**config.mk**
```make
export PLATFORM = sky130hd
export DESIGN_NAME = l1_victim_store
export DESIGN_NICKNAME = d
export VERILOG_FILES = /design/src/rtl/vstore_pkg.sv /design/src/rtl/vstore_match.sv /design/src/rtl/vstore_alloc.sv /design/src/rtl/l1_victim_store.sv
export SDC_FILE = /design/constraint.sdc
export NUM_CORES = 2
export LEC_CHECK = 0
export ABC_AREA = 1
export BUFFER_PORTS_ARGS = -buffer_cell sky130_fd_sc_hd__buf_2
export CAP_MARGIN = 20
export CORE_ASPECT_RATIO = 1.75
export CORE_MARGIN = 8
export CORE_UTILIZATION = 45
export DETAILED_ROUTE_END_ITERATION = 10
export MAX_ROUTING_LAYER = met4
export SYNTH_ARGS = -nofsm -noshare
export SYNTH_HDL_FRONTEND = slang
export SYNTH_SLANG_ARGS = --single-unit
```
**constraint.sdc**
```tcl
create_clock -name clk -period 25.6 [get_ports clk]
set_clock_uncertainty 0.1 [all_clocks]
set_input_delay 0 -clock clk [delete_from_list [all_inputs] [get_ports clk]]
set_output_delay 0 -clock clk [all_outputs]
set_load 0.02 [all_outputs]
```
**src/rtl/vstore_pkg.sv**
```systemverilog
package vstore_pkg;
  typedef enum logic [1:0] {
    RSP_IDLE = 2'd0,
    RSP_FILL = 2'd1,
    RSP_FWD  = 2'd2
  } rsp_state_e;
endpackage

```
**src/rtl/vstore_match.sv**
```systemverilog
module vstore_match #(
  parameter int ENTRIES = 16,
  parameter int ADDR_W  = 26,
  localparam int IDX_W  = $clog2(ENTRIES)
) (
  input  logic [ENTRIES-1:0] valid_i,
  input  logic [ADDR_W-1:0]  tag_i [ENTRIES],
  input  logic [ADDR_W-1:0]  key_i,
  output logic               hit_o,
  output logic [IDX_W-1:0]   idx_o
);
  logic [ENTRIES-1:0] eq;

  for (genvar g = 0; g < ENTRIES; g++) begin : g_cmp
    assign eq[g] = valid_i[g] && (tag_i[g] == key_i);
  end

  always_comb begin
    idx_o = '0;
    for (int i = ENTRIES - 1; i >= 0; i--) begin
      if (eq[i]) idx_o = IDX_W'(i);
    end
  end

  assign hit_o = |eq;
endmodule

```
**src/rtl/vstore_alloc.sv**
```systemverilog
module vstore_alloc #(
  parameter int ENTRIES = 16,
  localparam int IDX_W  = $clog2(ENTRIES)
) (
  input  logic               clk,
  input  logic               rst_n,
  input  logic [ENTRIES-1:0] valid_i,
  input  logic               advance_i,
  output logic               free_ok_o,
  output logic [IDX_W-1:0]   free_idx_o,
  output logic [IDX_W-1:0]   rep_idx_o
);
  logic [IDX_W-1:0] ptr_q, ptr_d;

  always_comb begin
    free_idx_o = '0;
    for (int i = ENTRIES - 1; i >= 0; i--) begin
      if (!valid_i[i]) free_idx_o = IDX_W'(i);
    end
  end

  assign free_ok_o = ~&valid_i;
  assign rep_idx_o = ptr_q;

  always_comb begin
    ptr_d = ptr_q;
    if (advance_i) begin
      ptr_d = (ptr_q == IDX_W'(ENTRIES - 1)) ? '0 : ptr_q + 1'b1;
    end
  end

  always_ff @(posedge clk or negedge rst_n) begin
    if (!rst_n) ptr_q <= '0;
    else        ptr_q <= ptr_d;
  end
endmodule

```
**src/rtl/l1_victim_store.sv**
```systemverilog
module l1_victim_store
  import vstore_pkg::*;
#(
  parameter int ENTRIES = 16,
  parameter int ADDR_W  = 26,
  parameter int WORD_W  = 32,
  parameter int WORDS   = 4
) (
  input  logic                    clk,
  input  logic                    rst_n,
  input  logic                    ev_valid,
  input  logic [ADDR_W-1:0]       ev_addr,
  input  logic [WORD_W*WORDS-1:0] ev_data,
  input  logic                    mq_valid,
  output logic                    mq_ready,
  input  logic [ADDR_W-1:0]       mq_addr,
  output logic                    fill_valid,
  output logic [ADDR_W-1:0]       fill_addr,
  output logic [WORD_W*WORDS-1:0] fill_data,
  output logic                    fwd_valid,
  output logic [ADDR_W-1:0]       fwd_addr,
  input  logic                    fwd_ready
);
  localparam int LINE_W = WORD_W * WORDS;
  localparam int IDX_W  = $clog2(ENTRIES);

  logic [ENTRIES-1:0] valid_q, valid_d;
  logic [ADDR_W-1:0]  tag_q  [ENTRIES];
  logic [LINE_W-1:0]  data_q [ENTRIES];
  rsp_state_e         rsp_q, rsp_d;
  logic [ADDR_W-1:0]  rsp_addr_q, rsp_addr_d;
  logic [LINE_W-1:0]  rsp_data_q, rsp_data_d;

  logic             accept, bypass, do_insert, advance;
  logic             lk_hit, in_hit, free_ok, resp_hit;
  logic [IDX_W-1:0] lk_idx, in_idx, free_idx, rep_idx, ins_idx;
  logic [LINE_W-1:0] resp_data;

  assign mq_ready = (rsp_q != RSP_FWD);
  assign accept   = mq_valid && mq_ready;

  vstore_match #(.ENTRIES(ENTRIES), .ADDR_W(ADDR_W)) u_lookup (
    .valid_i (valid_q), .tag_i (tag_q), .key_i (mq_addr),
    .hit_o (lk_hit), .idx_o (lk_idx)
  );

  vstore_match #(.ENTRIES(ENTRIES), .ADDR_W(ADDR_W)) u_insmatch (
    .valid_i (valid_q), .tag_i (tag_q), .key_i (ev_addr),
    .hit_o (in_hit), .idx_o (in_idx)
  );

  assign bypass    = accept && ev_valid && (ev_addr == mq_addr);
  assign do_insert = ev_valid && !bypass;
  assign advance   = do_insert && !in_hit && !free_ok;

  vstore_alloc #(.ENTRIES(ENTRIES)) u_alloc (
    .clk (clk), .rst_n (rst_n), .valid_i (valid_q), .advance_i (advance),
    .free_ok_o (free_ok), .free_idx_o (free_idx), .rep_idx_o (rep_idx)
  );

  always_comb begin
    if (in_hit)       ins_idx = in_idx;
    else if (free_ok) ins_idx = free_idx;
    else              ins_idx = rep_idx;
  end

  assign resp_hit  = bypass || lk_hit;
  assign resp_data = bypass ? ev_data : data_q[lk_idx];

  // lookup resolves first: invalidate, then let the insert claim its slot
  always_comb begin
    valid_d = valid_q;
    if (accept && lk_hit) valid_d[lk_idx] = 1'b0;
    if (do_insert)        valid_d[ins_idx] = 1'b1;
  end

  always_comb begin
    rsp_d      = rsp_q;
    rsp_addr_d = rsp_addr_q;
    rsp_data_d = rsp_data_q;
    if (rsp_q == RSP_FWD) begin
      if (fwd_ready) rsp_d = RSP_IDLE;
    end else if (accept) begin
      rsp_d      = resp_hit ? RSP_FILL : RSP_FWD;
      rsp_addr_d = mq_addr;
      if (resp_hit) rsp_data_d = resp_data;
    end else begin
      rsp_d = RSP_IDLE;
    end
  end

  always_ff @(posedge clk or negedge rst_n) begin
    if (!rst_n) begin
      valid_q <= '0;
      rsp_q   <= RSP_IDLE;
    end else begin
      valid_q <= valid_d;
      rsp_q   <= rsp_d;
    end
  end

  always_ff @(posedge clk) begin
    if (accept) rsp_addr_q <= rsp_addr_d;
    if (accept && resp_hit) rsp_data_q <= rsp_data_d;
  end

  for (genvar g = 0; g < ENTRIES; g++) begin : g_entry
    logic wr_en;
    assign wr_en = do_insert && (ins_idx == IDX_W'(g));
    always_ff @(posedge clk) begin
      if (wr_en) begin
        tag_q[g]  <= ev_addr;
        data_q[g] <= ev_data;
      end
    end
  end

  assign fill_valid = (rsp_q == RSP_FILL);
  assign fill_addr  = rsp_addr_q;
  assign fill_data  = rsp_data_q;
  assign fwd_valid  = (rsp_q == RSP_FWD);
  assign fwd_addr   = rsp_addr_q;
endmodule

```
=== After elaboration in Yosys (flattened, before gate mapping) ===
Memories as Yosys holds them, arrays and structs flattened.
Index checks and enable logic that the tools add are counted.

* Memory bits (read-only): 0
* Memories: 1
* Bits in writable memories: 2048
* Latch bits: 0
* Register bits: 592

* Div/mod/pow operators: 0
* Multiplexer cells: 139
* Order comparisons: 4
* Multipliers: 0
* Shift operators: 0
* Reduce and logical (&&, ||, !) cells: 82
* Eq/ne operators: 53
* Add/sub/neg operators: 1
* Bitwise operators: 4

{| class="wikitable"
|+ Memory list
! name !! words !! bits a word !! read ports !! clocked after memory_dff !! wr ports !! RTL line !! RTL
|-
| data_q || 16 || 128 || 1 || 0 || 1 || l1_victim_store.sv:29 || <nowiki>logic [LINE_W-1:0] data_q [ENTRIES];</nowiki>
|}

{| class="wikitable"
|+ Operators with widths
! operator !! count
|-
| $mux W128 || 16
|-
| $reduce_or A128 Y1 || 15
|-
| $eq A26 B26 Y1 || 33
|-
| $mux W4 || 66
|-
| $logic_and A1 B1 Y1 || 58
|-
| $mux W1 || 49
|-
| $eq A4 B4 Y1 const B || 9
|-
| $mux W16 || 2
|-
| $reduce_or A16 Y1 || 2
|-
| $and A16 B16 Y16 || 1
|-
| $eq A4 B3 Y1 const B || 4
|-
| $not A16 Y16 || 1
|-
| $or A16 B16 Y16 || 1
|-
| $reduce_and A16 Y1 || 1
|-
| $lt A4 B5 Y1 const B || 2
|-
| $demux W1 S4 || 2
|-
| $eq A4 B2 Y1 const B || 2
|-
| $ge A4 B1 Y1 const B || 2
|-
| $mux W2 || 4
|-
| $add A4 B1 Y4 const B || 1
|-
| $eq A4 B1 Y1 const B || 1
|-
| $logic_not A4 Y1 || 1
|-
| $reduce_and A4 Y1 || 1
|-
| $eq A2 B1 Y1 const B || 1
|-
| 7 further kinds || 8
|}

=== Depth between registers and ports, before layout ===
* Word-level depth: 39
* Gate-level depth with buffers: 36
* Mapped depth without buffers: 33

=== Hierarchy ===
Synthesis repeated with hierarchy kept, for this count alone.

* Cells, all modules: 10016
* Area total of the unflattened synthesis: 114374.7 µm²

{| class="wikitable"
|+ Modules (own cells, without submodules)
! module !! area an instance (µm²) !! cells each !! instances !! sequential area each (µm²)
|-
| l1_victim_store || 102354.4 || 7860 || 1 || 79065.8
|-
| vstore_match || 5839.4 || 1051 || 2 || 0.0
|-
| vstore_alloc || 341.6 || 54 || 1 || 100.1
|}

=== Worst setup path before layout ===
OpenSTA, ideal clock, no wires.

* Path type: reg2reg
* Start: reg tag_q[117] in the netlist's numbering
* End: mem data_q[0][0] in the netlist's numbering, enable pin
* Cell stages (with the launch flop): 14
* Arrival: 8.693 ns
* Path slack: 16.137 ns
* Path buffers: 0
* Library setup time: 0.670 ns
* Cells stage by stage: edfxtp_1 > xor2_1 > or4_1 > nor3_1 > nand4_1 > and2_1 > nand2_1 > nor2_1 > and2_1 > nand2_1 > nor2_1 > nor2_1 > nand3_1 > nor2_1

* Elaborated cells between the ends (all ways): 125
* Those cells by class: 16 x eq/ne; 75 x mux; 34 x reduce/logical

{| class="wikitable"
|+ RTL lines
! element !! RTL line !! RTL
|-
| from (decl) || l1_victim_store.sv:28 || <nowiki>logic [ADDR_W-1:0] tag_q [ENTRIES];</nowiki>
|-
| from (signal, indexed assignment) || l1_victim_store.sv:112 || <nowiki>tag_q[g] <= ev_addr;</nowiki>
|-
| $eq A26 B26 Y1 (*) || vstore_match.sv:15 || <nowiki>assign eq[g] = valid_i[g] && (tag_i[g] == key_i);</nowiki>
|-
| $logic_and A1 B1 Y1 (*) || vstore_match.sv:15 ||
|-
| $mux W4 (12 in a row) || vstore_match.sv:21 || <nowiki>if (eq[i]) idx_o = IDX_W'(i);</nowiki>
|-
| $mux W4 (*) || l1_victim_store.sv:62 || <nowiki>if (in_hit) ins_idx = in_idx;</nowiki>
|-
| $logic_not A4 Y1 (*) || l1_victim_store.sv:109 || <nowiki>assign wr_en = do_insert && (ins_idx == IDX_W'(g));</nowiki>
|-
| $logic_and A1 B1 Y1 (*) || l1_victim_store.sv:109 ||
|-
| via g_entry[0].wr_en || l1_victim_store.sv:108 || <nowiki>logic wr_en;</nowiki>
|-
| $mux W1 (*) || l1_victim_store.sv:111 || <nowiki>if (wr_en) begin</nowiki>
|-
| $mux W1 (implied by the code) (*) || l1_victim_store.sv:113 || <nowiki>data_q[g] <= ev_data;</nowiki>
|-
| $mux W1 (no line) (*) (15 in a row) || -- ||
|-
| to (decl) || l1_victim_store.sv:29 ||
|}

Mark *: on every way through the listed nets, which the timed path passes. The rest lies on a longest branch.

=== Worst setup path after layout ===
* Start: in ev_addr[19]
* End: mem data_q[10][112] in the netlist's numbering, enable pin

* Elaborated cells between the ends (all ways): 163
* Those cells by class: 32 x eq/ne; 79 x mux; 52 x reduce/logical

{| class="wikitable"
|+ RTL lines
! element !! RTL line !! RTL
|-
| from (decl) || l1_victim_store.sv:12 || <nowiki>input logic [ADDR_W-1:0] ev_addr,</nowiki>
|-
| $eq A26 B26 Y1 || vstore_match.sv:15 ||
|-
| $logic_and A1 B1 Y1 || vstore_match.sv:15 ||
|-
| $mux W4 (16 in a row) || vstore_match.sv:21 ||
|-
| $mux W4 || l1_victim_store.sv:62 ||
|-
| $eq A4 B4 Y1 || l1_victim_store.sv:109 ||
|-
| $logic_and A1 B1 Y1 (*) || l1_victim_store.sv:109 ||
|-
| via g_entry[10].wr_en || l1_victim_store.sv:108 ||
|-
| $mux W1 (*) || l1_victim_store.sv:111 ||
|-
| $mux W1 (implied by the code) (*) || l1_victim_store.sv:113 ||
|-
| $reduce_or A128 Y1 (no line) || -- ||
|-
| $mux W4 (no line) / $mux W1 (equally long branches) (6 in a row) || -- ||
|}

Marks and branches as above.

==> impl_metrics.py <==
metrics = {
    "status": {
        "outcome": "completed",
    },
    "place": {
        "placed_area_sq_um": 126000,
        "gp_congestion": 1.06,
        "dp_hpwl_mm": 294,
        "portBuffers": 367,
    },
    "clocking": {
        "cts_setup_buffers": 0,
        "cts_num_sinks": 2640,
        "cts_max_level": 4,
        "clk_path_buf_depth": 4,
        "clock_latency_ns": 0.91,
        "cts_hold_buf": 404,
        "tritoncts": "done",
        "numCtsBuffers": 247,
        "clockRootBuffer": "clkbuf_16",
        "path_clk_slew_ns": 0.06,
        "cts_resized": 0,
    },
    "cells_and_area": {
        "drive_gt1_share_pct": 8.51,
        "final_area_sq_um": 138000,
        "finalNetCount": 12833,
        "area_growth_pct": 14.2,
        "post-route-util_pct": 51.5,
    },
    "floorplanning": {
        "start_util_pct": 45.1,
        "die_w_um": 408,
        "die_h_um": 702,
        "fp.dieArea_sq_um": 287000,
        "io_pins": 368,
        "core_sq_um": 269000,
        "num_rows": 252,
    },
    "synth": {
        "syn_area_sq_um": 121000,
        "synth_cell_type_count": 59,
        "synth_top_family_by_area": "simple AND/OR/NAND/NOR gates",
        "synthFlopType": "edfxtp_1",
        "synth_most_common_cell": "nand2_1",
        "synth-edff-count": 2618,
        "synth_xor_area_share_pct": 1.68,
        "ys_seq_elements": 2640,
        "async_flop_share_pct": 0.833,
        "synth-simple-area-share_pct": 22.3,
        "synthAdderAreaFrac_pct": 0.0103,
        "synth_compound_area_share_pct": 2.77,
        "synth_common_cells": "nand2_1 (2877), edfxtp_1 (2618), nor2_1 (1840)",
        "synth_warnings": 0,
        "synth_fp_nets": 12206,
        "synth_top_area_cell": "edfxtp_1",
        "synthTopCellsByArea": "edfxtp_1 (65%), nand2_1 (8.9%), nor2_1 (5.7%)",
        "muxShareOfSynthArea_pct": 0,
        "syn_avg_cell_area_sq_um": 10.1,
        "synth_top_cell_area_share_pct": 64.9,
        "synthCells": 12020,
        "ys_seq_area_share_pct": 65.3,
    },
    "global_routing": {
        "grtUsageTotal_pct": 35.4,
        "first_global_vias": 93392,
        "grt_overflow_total": 0,
        "antenna_found_initial": 37,
        "grt_pass1_wl_mm": 708,
        "grt_max_degree": 167,
    },
    "timing": {
        "min_period_ns": 8.45,
        "slew_headroom_pct": 13.8,
        "setup_viol": 0,
        "drv_slew": 0,
        "whs_ns": 0.0581,
        "grt_setup_unrepaired": "no",
        "period_share_pct": 33.0,
        "fmax_mhz": 118,
        "fin_setup_tns_ns": 0,
        "finalHoldViolCount": 0,
        "worst_pin_slew_ns": 1.29,
    },
    "routing": {
        "drt-wirelength-per-cell_um": 31.2,
        "routed_via_density": 5.80,
        "ant_nets": 0,
        "wl_mm": 512,
        "dr.pass1.iters": 6,
        "vias": 95320,
        "drc": 0,
        "drt_iter0_markers": 10308,
    },
    "power": {
        "leakagePower_nw": 57.6,
        "ir_worst_vdd_v": 0.0000862,
        "cellPowerDensity_nw_per_um2": 88.5,
        "finalPower_mw": 12.2,
    },
    "critical_path": {
        "cp.arrival_ns": 8.85,
        "cp_max_fo": 42,
        "worstPathRequired_ns": 26.00,
        "worst_setup_path_start_kind": "input port",
        "end_kind": "flip-flop",
        "crit_type": "input port to flip-flop",
    },
    "hold_path": {
        "hp-class": "input port to flip-flop",
    },
    "job": {
        "maxCapViolCount": 0,
    },
}
## final cells by class
class	count	area, sq um
antenna	21	52.6
clock buffer	294	6440
clock inverter	156	1550
fill	24043	130000
inverter	1662	6280
multi-input combinational	7095	32600
sequential	2640	79200
tap	3556	4450
timing repair buffer	1001	7840
## cells by family after synthesis
kind of cell,count (synthesis)
AO/OA/AOI/OAI,539
XOR/XNOR,233
adder cells (fa/ha/maj),1
buffers and inverters,2285
flip-flops,2640
AND/OR/NAND/NOR,6322
## critical path: stages
cell	delay, ns
dlygate4sd3_1	0.52
buf_2	0.10
dlygate4sd3_1	0.58
buf_4	0.22
clkinv_1	0.89
buf_4	0.61
a221oi_1	0.38
nand4_1	0.15
nor3_1	0.47
nand4_1	0.39
and2_1	0.32
nand2_1	0.10
nor2_1	0.07
and2_1	0.18
nand2_1	0.09
nor2_1	0.05
nor2_1	0.18
nand3_1	0.46
nor2_4	0.95
buf_4	0.71
buf_4	0.49
buf_4	0.75
## cell usage in the layout, fill, tap and decap left out, types with 21 or more instances in the layout
master            n
nand2_1        2877
edfxtp_1       2618
nor2_1         1823
inv_1          1617
nand4_1         699
nand3_1         609
dlygate4sd3_1   403
buf_2           366
clkbuf_16       250
buf_4           215
o22ai_1         168
xnor2_1         133
o21ai_0         128
nor4_1          103
xor2_1          100
a21oi_1          81
clkinv_1         57
clkinv_2         53
or2_2            52
a221oi_1         49
nor3_1           47
clkbuf_1         42
o21ai_1          39
o2111ai_1        38
bufinv_16        28
inv_2            27
and2_1           22
dfrtp_1          22
diode_2          21
## report_power, final
group / switching (mW) / total (mW) / internal (mW) / leakage, nW
combinational: 1.85 / 2.34 / 0.496 / 29.8
clock: 1.70 / 3.77 / 2.07 / 3.89
sequential: 0.320 / 6.14 / 5.82 / 23.9
## per-stage QoR
step                worst slack (ns)  cells
CTS                            17.45  16403
global route                   17.12  16416
floorplan                      16.14  12020
finish                         17.15  16425
global placement               17.50  15546
detailed placement             17.61  15549
## final timing paths
check	startpoint	end	slack [ns]	depth (start not counted)
setup / recovery	ev_addr[19]	data_q[10][112]	17.15	22
hold reg to reg	u_alloc.rep_idx_o[0]	u_alloc.rep_idx_o[0]	0.48	2
max in group asynchronous	rst_n	u_alloc.rep_idx_o[0]	24.90	4
setup reg to reg	tag_q[52]	fill_data[78]	17.91	31
min in group asynchronous	rst_n	valid_q[11]	0.30	4
hold / removal	ev_data[11]	data_q[10][11]	0.06	2
## layer usage
| metal | up-vias | global-route usage [%] | part of all wire (%) |
|---|---|---|---|
| met3 | 1336 | 4.84 | 7.7 |
| li1 | 41349 | - | - |
| met1 | 47462 | 41.4 | 36 |
| met2 | 5173 | 59.2 | 49 |
| met5 | - | - | 0 |
| met4 | 0 | 19.4 | 6.8 |
## registers in the layout, indices dropped and copies added (netlist names)
signal and flops:
data_q 2048, fill_addr 26, fill_data 128, rsp_q 2, tag_q 416, u_alloc.rep_idx_o 4
valid_q 16
Note: power is estimated with default switching activity, not from simulation.
